==> config.mk <==
export PLATFORM = sky130hd
export DESIGN_NAME = fpd_decoder
export DESIGN_NICKNAME = d
export VERILOG_FILES = /design/src/rtl/fpd_pkg.sv /design/src/rtl/fpd_class_decode.sv /design/src/rtl/fpd_op_table.sv /design/src/rtl/fpd_reg_check.sv /design/src/rtl/fpd_decoder.sv
export SDC_FILE = /design/constraint.sdc
export NUM_CORES = 1
export LEC_CHECK = 0
export ABC_AREA = 0
export CAP_MARGIN = 20
export CORE_ASPECT_RATIO = 1.1
export CORE_UTILIZATION = 44
export DETAILED_ROUTE_END_ITERATION = 8
export PLACE_DENSITY = 0.81
export SLEW_MARGIN = 20
export SYNTH_ARGS = -nofsm -noshare
export SYNTH_HDL_FRONTEND = slang
export SYNTH_SLANG_ARGS = --single-unit
==> constraint.sdc <==
create_clock -name clk -period 1.99 [get_ports clk]
set_input_delay 0.2985 -clock clk [delete_from_list [all_inputs] [get_ports clk]]
set_output_delay 0.2985 -clock clk [all_outputs]
set_load 0.05 [all_outputs]
==> src/rtl/fpd_pkg.sv <==
package fpd_pkg;
  localparam int OPC_W   = 9;
  localparam int OPC_LSB = 5;
  localparam int IDX_W   = 5;
  localparam int RS1_LSB = 14;
  localparam int RS2_LSB = 0;
  localparam int RD_LSB  = 25;

  localparam logic [31:0] CLS_MASK  = 32'hC1F8_0000;
  localparam logic [31:0] CLS_ARITH = 32'h81A0_0000;
  localparam logic [31:0] CLS_CMP   = 32'h81A8_0000;

  localparam logic [1:0] SZ_NONE   = 2'd0;
  localparam logic [1:0] SZ_SINGLE = 2'd1;
  localparam logic [1:0] SZ_DOUBLE = 2'd2;
  localparam logic [1:0] SZ_QUAD   = 2'd3;

  typedef struct packed {
    logic       unpack;
    logic [1:0] size;
  } opdesc_t;

  typedef struct packed {
    logic    known;
    opdesc_t rd;
    opdesc_t rs2;
    opdesc_t rs1;
  } optab_t;

  function automatic optab_t mk_entry(input logic [1:0] rd_sz, input logic rd_u,
                                      input logic [1:0] b_sz, input logic b_u,
                                      input logic [1:0] a_sz, input logic a_u);
    optab_t t;
    t.known      = 1'b1;
    t.rd.size    = rd_sz;
    t.rd.unpack  = rd_u;
    t.rs2.size   = b_sz;
    t.rs2.unpack = b_u;
    t.rs1.size   = a_sz;
    t.rs1.unpack = a_u;
    return t;
  endfunction
endpackage

==> src/rtl/fpd_class_decode.sv <==
module fpd_class_decode
  import fpd_pkg::*;
#(
  parameter int INSN_W = 32
) (
  input  logic [INSN_W-1:0] insn,
  output logic              is_arith,
  output logic              is_cmp,
  output logic [OPC_W-1:0]  opcode
);
  logic [INSN_W-1:0] masked;

  always_comb begin
    masked   = insn & INSN_W'(CLS_MASK);
    is_arith = (masked == INSN_W'(CLS_ARITH));
    is_cmp   = (masked == INSN_W'(CLS_CMP));
    opcode   = insn[OPC_LSB +: OPC_W];
  end
endmodule

==> src/rtl/fpd_op_table.sv <==
module fpd_op_table
  import fpd_pkg::*;
(
  input  logic             is_arith,
  input  logic             is_cmp,
  input  logic [OPC_W-1:0] opcode,
  output optab_t           tab
);
  localparam logic [1:0] N = SZ_NONE;
  localparam logic [1:0] S = SZ_SINGLE;
  localparam logic [1:0] D = SZ_DOUBLE;
  localparam logic [1:0] Q = SZ_QUAD;

  always_comb begin
    tab = '0;
    if (is_arith) begin
      case (opcode)
        9'h043, 9'h047, 9'h04B, 9'h04F: tab = mk_entry(Q, 1'b1, Q, 1'b1, Q, 1'b1);
        9'h02B:                         tab = mk_entry(Q, 1'b1, Q, 1'b1, N, 1'b0);
        9'h06E:                         tab = mk_entry(Q, 1'b1, D, 1'b1, D, 1'b1);
        9'h0C7:                         tab = mk_entry(S, 1'b1, Q, 1'b1, N, 1'b0);
        9'h0CB:                         tab = mk_entry(D, 1'b1, Q, 1'b1, N, 1'b0);
        9'h0CC:                         tab = mk_entry(Q, 1'b1, S, 1'b0, N, 1'b0);
        9'h0CD:                         tab = mk_entry(Q, 1'b1, S, 1'b1, N, 1'b0);
        9'h0CE:                         tab = mk_entry(Q, 1'b1, D, 1'b1, N, 1'b0);
        9'h0D3:                         tab = mk_entry(S, 1'b0, Q, 1'b1, N, 1'b0);
        9'h041, 9'h045, 9'h049, 9'h04D: tab = mk_entry(S, 1'b1, S, 1'b1, S, 1'b1);
        9'h042, 9'h046, 9'h04A, 9'h04E: tab = mk_entry(D, 1'b1, D, 1'b1, D, 1'b1);
        9'h029:                         tab = mk_entry(S, 1'b1, S, 1'b1, N, 1'b0);
        9'h02A:                         tab = mk_entry(D, 1'b1, D, 1'b1, N, 1'b0);
        9'h069:                         tab = mk_entry(D, 1'b1, S, 1'b1, S, 1'b1);
        9'h0C6:                         tab = mk_entry(S, 1'b1, D, 1'b1, N, 1'b0);
        9'h0C9:                         tab = mk_entry(D, 1'b1, S, 1'b1, N, 1'b0);
        9'h0D1:                         tab = mk_entry(S, 1'b0, S, 1'b1, N, 1'b0);
        9'h0D2:                         tab = mk_entry(S, 1'b0, D, 1'b1, N, 1'b0);
        9'h0C4:                         tab = mk_entry(S, 1'b1, S, 1'b0, N, 1'b0);
        9'h0C8:                         tab = mk_entry(D, 1'b1, S, 1'b0, N, 1'b0);
        9'h001, 9'h005, 9'h009:         tab = mk_entry(S, 1'b0, S, 1'b0, N, 1'b0);
        default:                        tab = '0;
      endcase
    end else if (is_cmp) begin
      case (opcode)
        9'h051, 9'h055: tab = mk_entry(N, 1'b0, S, 1'b1, S, 1'b1);
        9'h052, 9'h056: tab = mk_entry(N, 1'b0, D, 1'b1, D, 1'b1);
        9'h053, 9'h057: tab = mk_entry(N, 1'b0, Q, 1'b1, Q, 1'b1);
        default:        tab = '0;
      endcase
    end
  end
endmodule

==> src/rtl/fpd_reg_check.sv <==
module fpd_reg_check
  import fpd_pkg::*;
#(
  parameter bit IS_DEST = 1'b0
) (
  input  opdesc_t          desc,
  input  logic [IDX_W-1:0] idx,
  output logic             bad
);
  always_comb begin
    case (desc.size)
      SZ_QUAD:   bad = |idx[1:0];
      SZ_DOUBLE: bad = idx[0];
      SZ_NONE:   bad = IS_DEST ? (idx != '0) : 1'b0;
      default:   bad = 1'b0;
    endcase
  end
endmodule

==> src/rtl/fpd_decoder.sv <==
module fpd_decoder
  import fpd_pkg::*;
#(
  parameter int INSN_W    = 32,
  parameter int STAT_W    = 32,
  parameter int TT_LSB    = 14,
  parameter int TT_W      = 3,
  parameter int TT_BADREG = 6
) (
  input  logic              clk,
  input  logic              rst_n,
  input  logic              in_valid,
  output logic              in_ready,
  input  logic [INSN_W-1:0] in_insn,
  input  logic [STAT_W-1:0] in_status,
  output logic              out_valid,
  input  logic              out_ready,
  output logic              out_known,
  output logic              out_is_cmp,
  output logic              out_illegal,
  output logic [OPC_W-1:0]  out_opcode,
  output logic [2:0]        out_rd_desc,
  output logic [2:0]        out_rs1_desc,
  output logic [2:0]        out_rs2_desc,
  output logic [IDX_W-1:0]  out_rd_idx,
  output logic [IDX_W-1:0]  out_rs1_idx,
  output logic [IDX_W-1:0]  out_rs2_idx,
  output logic [TT_W-1:0]   out_trap,
  output logic [STAT_W-1:0] out_status
);
  localparam int NUM_OPS = 3;
  localparam logic [TT_W-1:0] TT_CODE = TT_W'(TT_BADREG);

  logic             is_arith, is_cmp;
  logic [OPC_W-1:0] opcode;
  optab_t           tab;

  fpd_class_decode #(.INSN_W(INSN_W)) u_class (
    .insn(in_insn), .is_arith(is_arith), .is_cmp(is_cmp), .opcode(opcode)
  );

  fpd_op_table u_table (
    .is_arith(is_arith), .is_cmp(is_cmp), .opcode(opcode), .tab(tab)
  );

  // Operand 0: rs1, 1: rs2, 2: rd
  opdesc_t          op_desc [NUM_OPS];
  logic [IDX_W-1:0] op_idx  [NUM_OPS];
  logic [NUM_OPS-1:0] op_bad;

  always_comb begin
    op_desc[0] = tab.rs1;
    op_desc[1] = tab.rs2;
    op_desc[2] = tab.rd;
    op_idx[0]  = in_insn[RS1_LSB +: IDX_W];
    op_idx[1]  = in_insn[RS2_LSB +: IDX_W];
    op_idx[2]  = in_insn[RD_LSB  +: IDX_W];
  end

  for (genvar g = 0; g < NUM_OPS; g++) begin : g_chk
    fpd_reg_check #(.IS_DEST(g == NUM_OPS - 1)) u_chk (
      .desc(op_desc[g]), .idx(op_idx[g]), .bad(op_bad[g])
    );
  end

  logic              illegal_nx;
  logic [TT_W-1:0]   trap_nx;
  logic [STAT_W-1:0] stat_nx;

  always_comb begin
    illegal_nx = tab.known & (|op_bad);
    trap_nx    = illegal_nx ? TT_CODE : '0;
    stat_nx    = in_status;
    if (tab.known) stat_nx[TT_LSB +: TT_W] = trap_nx;
  end

  logic accept;
  assign in_ready = !out_valid || out_ready;
  assign accept   = in_valid && in_ready;

  always_ff @(posedge clk or negedge rst_n) begin
    if (!rst_n) begin
      out_valid    <= 1'b0;
      out_known    <= 1'b0;
      out_is_cmp   <= 1'b0;
      out_illegal  <= 1'b0;
      out_opcode   <= '0;
      out_rd_desc  <= '0;
      out_rs1_desc <= '0;
      out_rs2_desc <= '0;
      out_rd_idx   <= '0;
      out_rs1_idx  <= '0;
      out_rs2_idx  <= '0;
      out_trap     <= '0;
      out_status   <= '0;
    end else if (accept) begin
      out_valid    <= 1'b1;
      out_known    <= tab.known;
      out_is_cmp   <= tab.known & is_cmp;
      out_illegal  <= illegal_nx;
      out_opcode   <= opcode;
      out_rd_desc  <= tab.rd;
      out_rs1_desc <= tab.rs1;
      out_rs2_desc <= tab.rs2;
      out_rd_idx   <= tab.known ? op_idx[2] : '0;
      out_rs1_idx  <= tab.known ? op_idx[0] : '0;
      out_rs2_idx  <= tab.known ? op_idx[1] : '0;
      out_trap     <= trap_nx;
      out_status   <= stat_nx;
    end else if (out_ready) begin
      out_valid    <= 1'b0;
    end
  end

  // stalled result holds
  a_r8_stall_hold: assert property (@(posedge clk) disable iff (!rst_n)
    out_valid && !out_ready |=> out_valid && $stable(out_status) &&
      $stable(out_opcode) && $stable(out_illegal) && $stable(out_rd_idx));

  // accepted input produces a result
  a_r8_accept_valid: assert property (@(posedge clk) disable iff (!rst_n)
    in_valid && in_ready |=> out_valid);

  // illegal result carries the trap code in both places
  a_r5_trap_code: assert property (@(posedge clk) disable iff (!rst_n)
    out_valid && out_illegal |-> out_trap == TT_CODE &&
      out_status[TT_LSB +: TT_W] == TT_CODE);

  // unrecognised result is empty
  a_r4_unknown_empty: assert property (@(posedge clk) disable iff (!rst_n)
    out_valid && !out_known |-> !out_illegal && !out_is_cmp &&
      out_rd_desc == '0 && out_rs1_desc == '0 && out_rs2_desc == '0 && out_trap == '0);

  // compare with non-zero destination is illegal
  a_r6_cmp_dest: assert property (@(posedge clk) disable iff (!rst_n)
    out_valid && out_is_cmp && out_rd_idx != '0 |-> out_illegal);
endmodule

### Word level (Yosys, flattened, before mapping)

Index checks and enable logic that the tools add are counted.

| word-level totals | value |
|---|---|
| register bits after elaboration | 72 |
| input bits | 68 |
| output and inout bits | 73 |
| word-level logic and storage cells | 92 |

| operators by class | value |
|---|---|
| equal/unequal tests | 46 |
| multiplexer cells | 14 |
| bitwise operators | 2 |
| reductions and logical operators | 17 |

Operator list:

| operator | count |
|---|---|
| 10-bit case mux with 21 select lines | 1 |
| 9-bit by 7-bit == test with 1-bit output, second input constant | 20 |
| 9-bit by 8-bit == test with 1-bit output, second input constant | 12 |
| 10-bit case mux with 3 select lines | 1 |
| 9-bit by 6-bit == test with 1-bit output, second input constant | 3 |
| 10-bit 2-to-1 mux | 2 |
| 8-bit == test, second input constant | 2 |
| 5-bit 2-to-1 mux | 3 |
| 2-bit == test, second input constant | 6 |
| 2-bit OR reduction | 6 |
| 4-bit OR reduction | 3 |
| 9-bit by 1-bit == test with 1-bit output, second input constant | 1 |
| 9-bit by 3-bit == test with 1-bit output, second input constant | 1 |
| 9-bit by 4-bit == test with 1-bit output, second input constant | 1 |
| 3-bit 2-to-1 mux | 2 |
| 3-bit OR reduction | 2 |
| 5-bit nonzero test | 1 |
| 1-bit case mux with 2 select lines | 2 |
| 1-bit case mux with 3 select lines | 1 |
| 1-bit bitwise AND | 2 |
| 2-bit zero test | 1 |
| 1-bit 2-to-1 mux | 2 |
| 2-bit nonzero test | 1 |
| 1-bit logical AND | 1 |
| 2 further kinds | 2 |

### Depth between registers and ports, before layout

Gate-level depths: netlist (run 1).

| depth | value |
|---|---|
| depth in word-level cells | 11 |
| mapped depth | 10 |
| depth with buffers taken out | 7 |

### By module

A second synthesis (run 1) with hierarchy kept.

| unflattened totals | value |
|---|---|
| cell total of the unflattened synthesis | 307 |
| area, all modules | 3602.2 µm² |

Modules (own cells, without submodules):

| module | times used | cells an instance | area an instance (µm²) | sequential area each (µm²) |
|---|---|---|---|---|
| fpd_decoder | 1 | 180 | 2776.4 | 1726.7 |
| fpd_op_table | 1 | 103 | 659.4 | 0.0 |
| fpd_class_decode | 1 | 14 | 98.8 | 0.0 |
| fpd_reg_check at g_chk[2].u_chk | 1 | 6 | 45.0 | 0.0 |
| fpd_reg_check at g_chk[0].u_chk ... | 2 | 2 | 11.3 | 0.0 |

### Worst setup path after synthesis (run 1)

OpenSTA, ideal clock, no wires.

| path | value |
|---|---|
| path kind | reg-to-reg |
| start point | register out_valid |
| end point | register out_status[21] |
| library setup time | 0.066 ns |
| data arrival time | 2.201 ns |
| data required time | 1.924 ns |
| setup slack | -0.277 ns |
| cell stages (with the launch flop) | 7 |
| path buffers | 2 |
| period minus slack after synthesis | 2.267 ns |
| path through | dfrtp_1 > nand2b_1 > nand2_1 > clkbuf_1 > buf_1 > nand2_1 > nand2_1 |

| between the ends | value |
|---|---|
| cells in the longest elaborated chain, start to end | 3 |

Ends and longest elaborated chain:

| what | line | text |
|---|---|---|
| from (decl) | fpd_decoder.sv:16 | `output logic out_valid,` |
| from (signal assigned) | fpd_decoder.sv:83 | `out_valid <= 1'b0;` |
| from (signal assigned) | fpd_decoder.sv:97 | `out_valid <= 1'b1;` |
| from (signal assigned) | fpd_decoder.sv:111 | `out_valid <= 1'b0;` |
| 1-bit zero test | fpd_decoder.sv:78 | `assign in_ready = !out_valid \|\| out_ready;` |
| 1-bit logical OR | fpd_decoder.sv:78 |  |
| net in_ready | fpd_decoder.sv:13 | `output logic in_ready,` |
| 1-bit logical AND | fpd_decoder.sv:79 | `assign accept = in_valid && in_ready;` |
| to (signal assigned) | fpd_decoder.sv:109 | `out_status <= stat_nx;` |
| to (decl) | fpd_decoder.sv:29 | `output logic [STAT_W-1:0] out_status` |

The timed path passes the listed nets, and every way through them passes these cells.
A chain may end at the register's enable or synchronous reset.

### Worst setup path in the final report (run 1)

| path | value |
|---|---|
| start point | input port in_insn[11] |
| end point | register out_status[16] |

| between the ends | value |
|---|---|
| cells in the longest elaborated chain, start to end | 11 |
| elaborated cells on any way between the ends | 63 |
| those cells by class | eq/ne (44); mux (9); bitwise (1); reduce/logical (9) |

Ends and longest elaborated chain:

| what | line | text |
|---|---|---|
| from (decl) | fpd_decoder.sv:14 | `input logic [INSN_W-1:0] in_insn,` |
| branches (longest 4 deep; another with 10-bit case mux with 21 select lines) | -- |  |
| 10-bit 2-to-1 mux (*) | fpd_op_table.sv:16 | `if (is_arith) begin` |
| 2-bit == test | fpd_reg_check.sv:11 | `case (desc.size)` |
| 1-bit case mux with 2 select lines | fpd_reg_check.sv:11 |  |
| 3-bit OR reduction | fpd_decoder.sv:71 | `illegal_nx = tab.known & (\|op_bad);` |
| 1-bit bitwise AND | fpd_decoder.sv:71 |  |
| 3-bit 2-to-1 mux | fpd_decoder.sv:72 | `trap_nx = illegal_nx ? TT_CODE : '0;` |
| 3-bit 2-to-1 mux (*) | fpd_decoder.sv:74 | `if (tab.known) stat_nx[TT_LSB +: TT_W] = trap_nx;` |

Every way passes the cells marked *.

==> out/qor.yml, run 1 <==
synth_cell_types: 64
status: "complete, no violations"
clock_sinks: 69
drt_iter0_markers: 151
yosysTopAreaCell: "dfrtp_1"
dp.cells: 701
ys_ff_latch: 69
p_per_area_mw_per_mm2: 656
synth_edf_count: 0
routed_via_density: 5.32
finalPower_mw: 4.04
synth_fa_ha_area_share_pct: 0
skew_ns: 0.00604
synth_area_mm2: 0.00362
tritoncts: "done"
synth_top_cell_area_share_pct: 47.7
cts_root_buf: "clkbuf_8"
die_w_um: 88.5
area_growth_pct: 70.0
synth-simple-area-share_pct: 27.4
insertion_delay_ns: 0.34
grt_max_degree: 34
syn-mean-instance-area_um2: 9.14
layout.nets: 679
num_antenna_cells: 0
finalSetupViolCount: 0
holdWs_ns: 0.364
grt_first_pass_wirelength_um: 19600
synth_xor_area_share_pct: 0.484
pre_cts_slack_ns: -0.843
ys_seq_area_share_pct: 47.7
pwr-share-seq_pct: 39.1
num_vias: 3854
setup_slack_ns: 0.0277
min_from: "in_insn[12]"
cp_data_required_time_ns: 2.21
final_cells: 724
die_area_mm2: 0.00860
fillers: 548
gr-total-overflow: 0
drt-total-wl_um: 12400
h-tree-depth: 3
clock_power_share_pct: 28.3
drive_gt1_share_pct: 27.4
wl_per_cell_um: 17.2
synthArstFlopShare_pct: 100
finalHoldViolations: 0
reg2reg_from: "out_valid"
min_path_type: "in2reg"
ant_nets: 0
slew_viol_final: 0
numPortBuffers: 139
core-area_mm2: 0.00796
grt_usage_pct: 30.0
fmax_ghz: 0.510
slowest_delay_ns: 0.38
rows: 34
rsz0062_at_grt: "yes"
path_buf_inv: 3
ys.flop_type: "dfrtp_1"
tns_ns: 0
synth-compound-area-share_pct: 19.4
drv_cap: 0
cts_buffer_depth: 2
drc: 0
p_sw_mw: 1.44
crit_slowest_cell: "o41ai_4"
path_clk_slew_ns: 0.08
crit_family: "compound AO/OA/AOI/OAI gates"
utilization_pct: 77.4
critPathLaunchType: "input pin"
startpoint: "in_insn[11]"
leakagePower_nw: 2.74
first_pass_iters: 4
io_pins: 141
gp_congestion: 1.02
path_max_fanout: 7
worstSetupEndpointType: "flip-flop"
synth.mux.area_fraction_pct: 0
critPathKind: "in2reg"
yosys_warnings: 0
vdd_drop_max_v: 0.000480
comb_power_share_pct: 32.5
post-dp-hpwl_um: 9820
cts_made_buffers: 9
fin_crit_ns: 1.96
design_area_mm2: 0.00615
finalCritPeriodShare_pct: 98.6
antenna_found_initial: 0
synth_cells: 396
syn_nets: 464
die_y_um: 97.1
arrival_ns: 2.19
p_int_mw: 2.60
grt_pass1_vias: 4031
path_cells: "buf_2 > buf_6 > and3b_2 > o21ai_1 > a2111oi_2 > buf_4 > o41ai_4 > o221ai_2 > a311oi_2 > nor3_1"
synthTopCellsByArea: "dfrtp_1 (48%), nand2_1 (13%), a22o_1 (3.9%)"
worstMarginPinSlew_ns: 0.558
relSlewSlack_pct: 62.7
switching_share_pct: 35.6
synth_top_family_by_area: "simple AND/OR/NAND/NOR gates"
start_util_pct: 45.5
placed_area_mm2: 0.00568
[worst paths after layout]
check	end	slack, ns	depth (start not counted)
max in group asynchronous	out_status[25]	1.10	3
worst min-delay path	out_opcode[7]	0.36	4
worst min register to register	out_status[27]	0.48	2
min in group asynchronous	out_status[17]	0.38	2
worst max-delay path	out_status[16]	0.03	10
worst max register to register	out_status[19]	0.37	5
[routing by layer]
layer / part of all wire (%) / track usage, % / vias to the layer above
met2: 53 / 54.8 / 150
met3: 5.1 / 6.03 / 41
li1: - / - / 1812
met5: 0 / 0 / -
met4: 3.8 / 12.3 / 0
met1: 38 / 32.8 / 1851
[worst min-delay path, stage by stage]
cell	delay, ns
buf_6	0.07
buf_4	0.17
nand2_1	0.07
nand2_1	0.06
[placed cells by master, fill, tap and decap left out, drive strengths merged, types with 8 or more instances in the layout]
cell | synthesis | final
nor2 | 18 | 18
o21ai | 18 | 18
a22o | 16 | 16
clkdlybuf4s50 | 0 | 120
inv | 8 | 9
dlygate4sd2 | 0 | 9
a21oi | 11 | 11
o31ai | 8 | 8
dfrtp | 69 | 69
nand2 | 124 | 124
buf | 15 | 99
clkbuf | 11 | 9
[cell families (layout without fill, tap and decap cells)]
| logic type | Yosys count | count (layout) |
|---|---|---|
| and+or+nand+nor | 201 | 201 |
| AOI/OAI and AO/OA | 88 | 88 |
| DFF | 69 | 69 |
| buffers and inverters | 35 | 255 |
| xor gates and xnor gates | 2 | 2 |
| other | 1 | 1 |
[repair_timing]
action,CTS,global route
gates cloned,1,0
endpoints found under the hold margin,10,0
pin swaps,21,11
setup endpoints to repair,29,11
buffers inserted,6,0
resized for setup,82,12
hold buffers,1,0
[flip-flops by register name, summed over array words and instances (netlist names)]
| name | count |
|---|---|
| out_known | 1 |
| out_rd_idx | 5 |
| out_rs2_desc | 3 |
| out_is_cmp | 1 |
| out_rs1_idx | 5 |
| out_rs2_idx | 5 |
| out_opcode | 9 |
| out_status | 32 |
| out_trap | 1 |
| out_rs1_desc | 3 |
| out_valid | 1 |
| out_rd_desc | 3 |
[cell usage after synthesis, types with 6 or more instances]
library cell,count
o31ai_1,7
nand2_1,124
buf_4,8
a21oi_1,9
clkbuf_1,11
nor2_1,18
dfrtp_1,69
o21ai_0,14
inv_1,8
nor3_1,6
nand2b_1,6
a22o_1,16
[power by group through the flow]
| stage | Clock [mW] | Sequential, mW | Combinational, mW |
|---|---|---|---|
| 2_1_floorplan | 0 | 2.01 | 0.285 |
| 3_5_place_dp | 0 | 1.61 | 1.29 |
| 3_3_place_gp | 0 | 1.60 | 1.27 |
| 4_1_cts | 1.16 | 1.58 | 1.31 |
| 5_1_grt | 1.22 | 1.59 | 1.39 |
| 6_report | 1.14 | 1.58 | 1.31 |
[cell type report]
cell class | count | area, um2 | area share, %
Clock buffer | 9 | 124 | 2.01
Clock inverter | 7 | 73.8 | 1.20
Inverter | 9 | 35.0 | 0.569
Multi-Input combinational cell | 292 | 1970 | 32.0
Sequential cell | 69 | 1730 | 28.1
Tap cell | 108 | 135 | 2.20
Timing Repair Buffer | 230 | 2090 | 34.0
No activity file was read; power rests on OpenSTA's default activity.
==> inputs of run 2 (changes only) <==
--- a/config.mk
+++ b/config.mk
@@ -5,12 +5,12 @@
 export SDC_FILE = /design/constraint.sdc
 export NUM_CORES = 1
 export LEC_CHECK = 0
-export ABC_AREA = 0
+export ABC_AREA = 1
 export CAP_MARGIN = 20
 export CORE_ASPECT_RATIO = 1.1
-export CORE_UTILIZATION = 44
+export CORE_UTILIZATION = 43
 export DETAILED_ROUTE_END_ITERATION = 8
-export PLACE_DENSITY = 0.81
+export PLACE_DENSITY = 0.8
 export SLEW_MARGIN = 20
 export SYNTH_ARGS = -nofsm -noshare
 export SYNTH_HDL_FRONTEND = slang
==> run 2 against run 1 <==
Effect of this change:
- clock skew grew 0.0051 ns
- die area shrank 1.7%
- global-route usage shrank 2.6 points
- setup slack gained 0.058 ns
- area after synthesis shrank 3.9%
- maximum frequency grew 3.0%
- combinational power shrank 7%
- non-clock buffer count shrank 29
- critical path type unchanged
- largest cell class unchanged
==> out/qor.yml, run 2 <==
finalPower_mw: 3.97  # was 4.04 mW
path_clk_slew_ns: 0.08  # about the same
largest_register_ff_count: 32  # unchanged
tns_ns: 0  # unchanged
area_growth_pct: 65.6  # was 70.0%
layout.nets: 732  # was 679
slew_viol_final: 0  # unchanged
yosys_warnings: 0  # unchanged
ys_ff_latch: 69  # unchanged
fin_crit_ns: 1.90  # was 1.96 ns
num_antenna_cells: 0  # unchanged
finalSetupViolCount: 0  # unchanged
synth_area_mm2: 0.00348  # was 0.00362 mm2
rows: 34  # unchanged
drt-total-wl_um: 11100  # was 12400 um
skew_ns: 0.0112  # was 0.00604 ns
syn_nets: 538  # was 464
synth_top_cell_area_share_pct: 49.6  # was 47.7%
antenna_found_initial: 0  # unchanged
ys.flop_type: "dfrtp_1"  # unchanged
status: "complete, no violations"  # unchanged
pre_cts_slack_ns: -0.457  # was -0.843 ns
holdWs_ns: 0.374  # was 0.364 ns
finalHoldViolations: 0  # unchanged
insertion_delay_ns: 0.35  # was 0.34 ns
cts_buffer_depth: 2  # unchanged
crit_family: "buffers and inverters"  # was compound AO/OA/AOI/OAI gates
cts_made_buffers: 9  # unchanged
grt_max_degree: 49  # was 34
final_common_cell: "nand2_1"  # unchanged
path_max_fanout: 4  # was 7
tritoncts: "done"  # unchanged
drc: 0  # unchanged
finalCritPeriodShare_pct: 95.7  # was 98.6%
path_cells: "clkdlybuf4s50_1 > nand2_1 > nor2_1 > nand4_1 > inv_2 > buf_4 > nand3_1 > nand2_1 > inv_1 > nand3_1 > nand3_2 > o21bai_4 > nand2_1"  # was buf_2 > buf_6 > and3b_2 > o21ai_1 > a2111oi_2 > buf_4 > o41ai_4 > o221ai_2 > a311oi_2 > nor3_1
worstMarginPinSlew_ns: 0.532  # was 0.558 ns
synth_edf_count: 0  # unchanged
vdd_drop_max_v: 0.000545  # was 0.000480 V
relSlewSlack_pct: 64.4  # was 62.7%
start_util_pct: 44.2  # was 45.5%
ys_seq_area_share_pct: 49.6  # was 47.7%
setup_slack_ns: 0.0854  # was 0.0277 ns
critPathKind: "in2reg"  # unchanged
drv_cap: 0  # unchanged
cp_data_required_time_ns: 2.21  # about the same
cts_root_buf: "clkbuf_8"  # unchanged
grt_pass1_vias: 3767  # was 4031
slowest_delay_ns: 0.50  # was 0.38 ns
synthTopCellsByArea: "dfrtp_1 (50%), nand2_1 (22%), nand3_1 (5.5%)"  # was dfrtp_1 (48%), nand2_1 (13%), a22o_1 (3.9%)
regMostFlops: "out_status"  # unchanged
path_buf_inv: 4  # was 3
synth_common_cells: "nand2_1 (202), dfrtp_1 (69), nand3_1 (38)"  # was nand2_1 (124), dfrtp_1 (69), nor2_1 (18)
numPortBuffers: 139  # unchanged
final_cells: 777  # was 724
die_y_um: 96.3  # was 97.1 um
drt_iter0_markers: 242  # was 151
placed_area_mm2: 0.00536  # was 0.00568 mm2
die_w_um: 87.8  # was 88.5 um
worstSetupEndpointType: "flip-flop"  # unchanged
ant_nets: 0  # unchanged
design_area_mm2: 0.00576  # was 0.00615 mm2
min_path_type: "in2async"  # was in2reg
die_area_mm2: 0.00845  # was 0.00860 mm2
gp_congestion: 0.875  # was 1.02
core-area_mm2: 0.00787  # was 0.00796 mm2
synth_cell_types: 27  # was 64
largestRegisters: "out_status x32, out_opcode x9"  # unchanged
dp.cells: 756  # was 701
crit_slowest_cell: "clkdlybuf4s50_1"  # was o41ai_4
synth_cells: 470  # was 396
io_pins: 141  # unchanged
gr-total-overflow: 0  # unchanged
first_pass_iters: 5  # was 4
p_per_area_mw_per_mm2: 690  # was 656 mW/mm2
arrival_ns: 2.12  # was 2.19 ns
fmax_ghz: 0.525  # was 0.510 GHz
syn-mean-instance-area_um2: 7.40  # was 9.14 um2
utilization_pct: 73.2  # was 77.4%
wl_per_cell_um: 14.3  # was 17.2 um
routed_via_density: 4.93  # was 5.32
critPathMostFrequentCell: "nand2_1"
clock_sinks: 69  # unchanged
layout_common_cells: "nand2_1 (189), clkdlybuf4s50_1 (126), dfrtp_1 (69), buf_4 (60), inv_1 (34)"  # was nand2_1 (123), clkdlybuf4s50_1 (120), buf_4 (80), dfrtp_1 (68), nor2_1 (17)
grt_first_pass_wirelength_um: 17600  # was 19600 um
num_vias: 3827  # was 3854
yosysTopAreaCell: "dfrtp_1"  # unchanged
grt_usage_pct: 27.4  # was 30.0%
post-dp-hpwl_um: 8480  # was 9820 um
drive_gt1_share_pct: 20.3  # was 27.4%
synthArstFlopShare_pct: 100  # unchanged
h-tree-depth: 3  # unchanged
leakagePower_nw: 2.97  # was 2.74 nW
critPathLaunchType: "input pin"  # unchanged
synth_most_common_cell: "nand2_1"  # unchanged
-- run 2: path summary, 6_finish.rpt --
| kind | start | to | slack [ns] | cells after the start |
|---|---|---|---|---|
| worst max-delay path | in_insn[31] | out_trap[1] | 0.09 | 13 |
| min in group clk | in_insn[10] | out_opcode[5] | 0.38 | 3 |
| worst max register to register | out_valid | out_trap[1] | 0.57 | 7 |
| worst min register to register | out_status[31] | out_status[31] | 0.48 | 2 |
| max in group asynchronous | rst_n | out_opcode[2] | 1.06 | 3 |
| worst min-delay path | rst_n | out_status[11] | 0.37 | 2 |
-- run 2: cells by family after synthesis --
kind of cell	synth area share [%]
other	0.108
buffers and inverters	7.01
flip-flops	49.6
AND/OR/NAND/NOR	36.9
AO/OA/AOI/OAI	6.30
-- run 2: area by class of cell --
type / instances / area, um2
Multi-Input combinational cell: 342 / 1660
Clock inverter: 6 / 71.3
Tap cell: 108 / 135
Fill cell: 604 / 2110
Inverter: 41 / 154
Sequential cell: 69 / 1730
Clock buffer: 10 / 128
Timing Repair Buffer: 201 / 1880
-- run 2: timing repair --
action	CTS	global route
pin swaps	3	8
endpoints found under the hold margin	12	0
endpoints found under the setup margin	21	21
gates resized for setup	24	35
buffers inserted	1	3
hold buffers	1	0
-- run 2: layer usage --
metal  GRT usage [%]  vias to the layer above  part of all wire [%]
li1                -                     1862                     -
met1            33.0                     1781                    41
met2            46.0                      159                    50
met3            8.23                       25                   7.2
met4            10.2                        0                   2.1
met5               0                        -                     0
-- run 2: worst reg2reg max path, cell delays in order, from the launching register on --
cell	delay (ns)
dfrtp_1	0.37
nand2_2	0.11
nand2_2	0.09
clkinv_1	0.13
buf_4	0.24
nand2_8	0.13
o21bai_4	0.15
nand2_1	0.08
-- run 2: power breakdown --
| part | total, mW | leakage [nW] | switching, mW | internal (mW) |
|---|---|---|---|---|
| logic | 1.22 | 1.98 | 0.775 | 0.444 |
| registers | 1.59 | 0.891 | 0.0667 | 1.52 |
| clock network | 1.17 | 0.0931 | 0.579 | 0.588 |
==> inputs of run 3 (changes only) <==
--- a/config.mk
+++ b/config.mk
@@ -8,6 +8,7 @@
 export ABC_AREA = 1
 export CAP_MARGIN = 20
 export CORE_ASPECT_RATIO = 1.1
+export CORE_MARGIN = 2
 export CORE_UTILIZATION = 43
 export DETAILED_ROUTE_END_ITERATION = 8
 export PLACE_DENSITY = 0.8
==> run 3 against run 2 <==
Effect of this change:
- first-iteration DRC count fell by 40%
- wire length fell by 2.0%
- global-route usage shrank 2.3 points
- largest cell class unchanged
- largest power group unchanged
==> out/qor.yml, run 3 (synthesis results as in run 2) <==
tns_ns: 0  # unchanged
finalSetupViolCount: 0  # unchanged
drive_gt1_share_pct: 19.3  # was 20.3%
insertion_delay_ns: 0.34  # was 0.35 ns
path_max_fanout: 4  # unchanged
status: "complete, no violations"  # unchanged
cp_data_required_time_ns: 1.69  # was 2.21 ns
utilization_pct: 73.4  # was 73.2%
leakagePower_nw: 3.03  # was 2.97 nW
drt-total-wl_um: 10900  # was 11100 um
arrival_ns: 1.62  # was 2.12 ns
worstMarginPinSlew_ns: 0.563  # was 0.532 ns
vdd_drop_max_v: 0.000626  # was 0.000545 V
fillers: 618  # was 604
relSlewSlack_pct: 62.3  # was 64.4%
drv_cap: 0  # unchanged
die_y_um: 98.3  # was 96.3 um
clock_sinks: 69  # unchanged
die_area_mm2: 0.00883  # was 0.00845 mm2
final_common_cell: "nand2_1"  # unchanged
fmax_ghz: 0.520  # was 0.525 GHz
h-tree-depth: 3  # unchanged
num_vias: 3732  # was 3827
io_pins: 141  # unchanged
grt_usage_pct: 25.1  # was 27.4%
drc: 0  # unchanged
reg2reg_depth: 5  # was 7
crit_slowest_cell: "clkdlybuf4s50_1"  # unchanged
r2r-end: "out_rs1_desc[2]"  # was out_trap[1]
core-area_mm2: 0.00787  # unchanged
grt_first_pass_wirelength_um: 17800  # was 17600 um
cts_buffer_depth: 2  # unchanged
gr-total-overflow: 0  # unchanged
first_pass_iters: 4  # was 5
num_antenna_cells: 0  # unchanged
wl_per_cell_um: 14.1  # was 14.3 um
routed_via_density: 4.81  # was 4.93
numPortBuffers: 139  # unchanged
holdWs_ns: 0.342  # was 0.374 ns
worst_hold_path.num_cells: 3
finalHoldViolations: 0  # unchanged
gp_congestion: 0.966  # was 0.875
path_buf_inv: 1  # was 4
grt_pass1_vias: 3731  # was 3767
area_growth_pct: 66.2  # was 65.6%
regMostFlops: "out_status"  # unchanged
path_cells: "clkdlybuf4s50_1"  # was clkdlybuf4s50_1 > nand2_1 > nor2_1 > nand4_1 > inv_2 > buf_4 > nand3_1 > nand2_1 > inv_1 > nand3_1 > nand3_2 > o21bai_4 > nand2_1
slowest_delay_ns: 0.84  # was 0.50 ns
p_per_area_mw_per_mm2: 714  # was 690 mW/mm2
layout_common_cells: "nand2_1 (193), clkdlybuf4s50_1 (126), dfrtp_1 (69), buf_4 (56), nand3_1 (34)"  # was nand2_1 (189), clkdlybuf4s50_1 (126), dfrtp_1 (69), buf_4 (60), inv_1 (34)
largestRegisters: "out_status x32, out_opcode x9"  # unchanged
hold_end: "out_opcode[5]"
worstSetupEndpointType: "output pin"  # was flip-flop
finalPower_mw: 4.13  # was 3.97 mW
critPathKind: "reg2out"  # was in2reg
largest_register_ff_count: 32  # unchanged
cts_made_buffers: 9  # unchanged
grt_max_degree: 84  # was 49
tritoncts: "done"  # unchanged
finalCritPeriodShare_pct: 96.6  # was 95.7%
start_util_pct: 44.2  # unchanged
skew_ns: 0.00684  # was 0.0112 ns
min_path_type: "in2reg"  # was in2async
rows: 34  # unchanged
slew_viol_final: 0  # unchanged
ant_nets: 0  # unchanged
cts_root_buf: "clkbuf_8"  # unchanged
critPathLaunchType: "flip-flop"  # was input pin
post-dp-hpwl_um: 8140  # was 8480 um
fin_crit_ns: 1.92  # was 1.90 ns
antenna_found_initial: 0  # unchanged
reg2reg_from: "out_valid"  # unchanged
min_from: "in_insn[10]"
drt_iter0_markers: 146  # was 242
die_w_um: 89.8  # was 87.8 um
path_clk_slew_ns: 0.08  # about the same
layout.nets: 731  # was 732
crit_family: "buffers and inverters"  # unchanged
r2r_slack_ns: 0.53  # was 0.57 ns
==> run 3: changes by cell type in the layout (fill, tap and decap cells not counted), moves of 2 or more <==
| cell | change |
|---|---|
| buf_4 | -4 |
| nand2_1 | +4 |
| nand2_2 | -4 |
| nand3_1 | +4 |
| nand3_2 | -4 |
| dlymetal6s2s_1 | +3 |
| dlygate4sd2_1 | -2 |
| nor2_2 | +2 |
| o21ai_0 | -2 |
==> run 3: metrics by stage <==
stage | setup WS, ns | cell area [um2] | std cells
2_1_floorplan | 0.0201 | 3480 | 470
3_3_place_gp | -0.440 | 5330 | 750
3_5_place_dp | -0.436 | 5330 | 750
4_1_cts | 0.000514 | 5610 | 767
5_1_grt | -0.0111 | 5780 | 776
6_report | 0.0683 | 5780 | 776
==> run 3: repair_timing <==
item                                    4_1_cts  5_1_grt
gates resized for setup                      15       41
endpoints found under the hold margin        69        0
hold buffers                                  1        0
endpoints found under the setup margin        3       26
setup buffers                                 0       10
pin swaps                                     1       12
==> run 3: report_power, final <==
part	switching (mW)	internal, mW	leakage, nW	total (mW)
sequential	0.0689	1.52	0.891	1.59
combinational	0.767	0.443	2.02	1.21
clock	0.602	0.726	0.112	1.33
==> run 3: final cells by class <==
type	count	area [um2]	share of cell area, %
repair buffers	200	1910	33.0
flip-flops and latches	69	1730	29.9
clock inverters	7	105	1.82
inverters	41	154	2.66
multi-input cells	342	1630	28.2
clock buffers	9	124	2.14
well taps	108	135	2.34
==> run 3: per-layer routing <==
| layer | vias to the layer above | wire (um) | share of wire (%) | track usage (%) |
|---|---|---|---|---|
| met1 | 1713 | 4370 | 40 | 29.0 |
| met2 | 138 | 5450 | 50 | 43.1 |
| met4 | 0 | 214 | 2.0 | 10.9 |
| met5 | - | 0 | 0 | 0 |
| met3 | 18 | 881 | 8.1 | 7.87 |
| li1 | 1863 | - | - | - |
==> run 3: worst max path at each step <==
stage	cells after the start	slack (ns)	startpoint	endpoint
CTS	14	0.0005	in_insn[6]	out_trap[1]
detailed placement	12	-0.44	in_insn[12]	out_status[16]
global placement	12	-0.44	in_insn[12]	out_status[16]
global route	15	-0.01	in_insn[7]	out_status[16]
finish	1	0.07	out_trap[1]	out_trap[1]
floorplan	5	0.02	out_valid	out_rs1_desc[2]
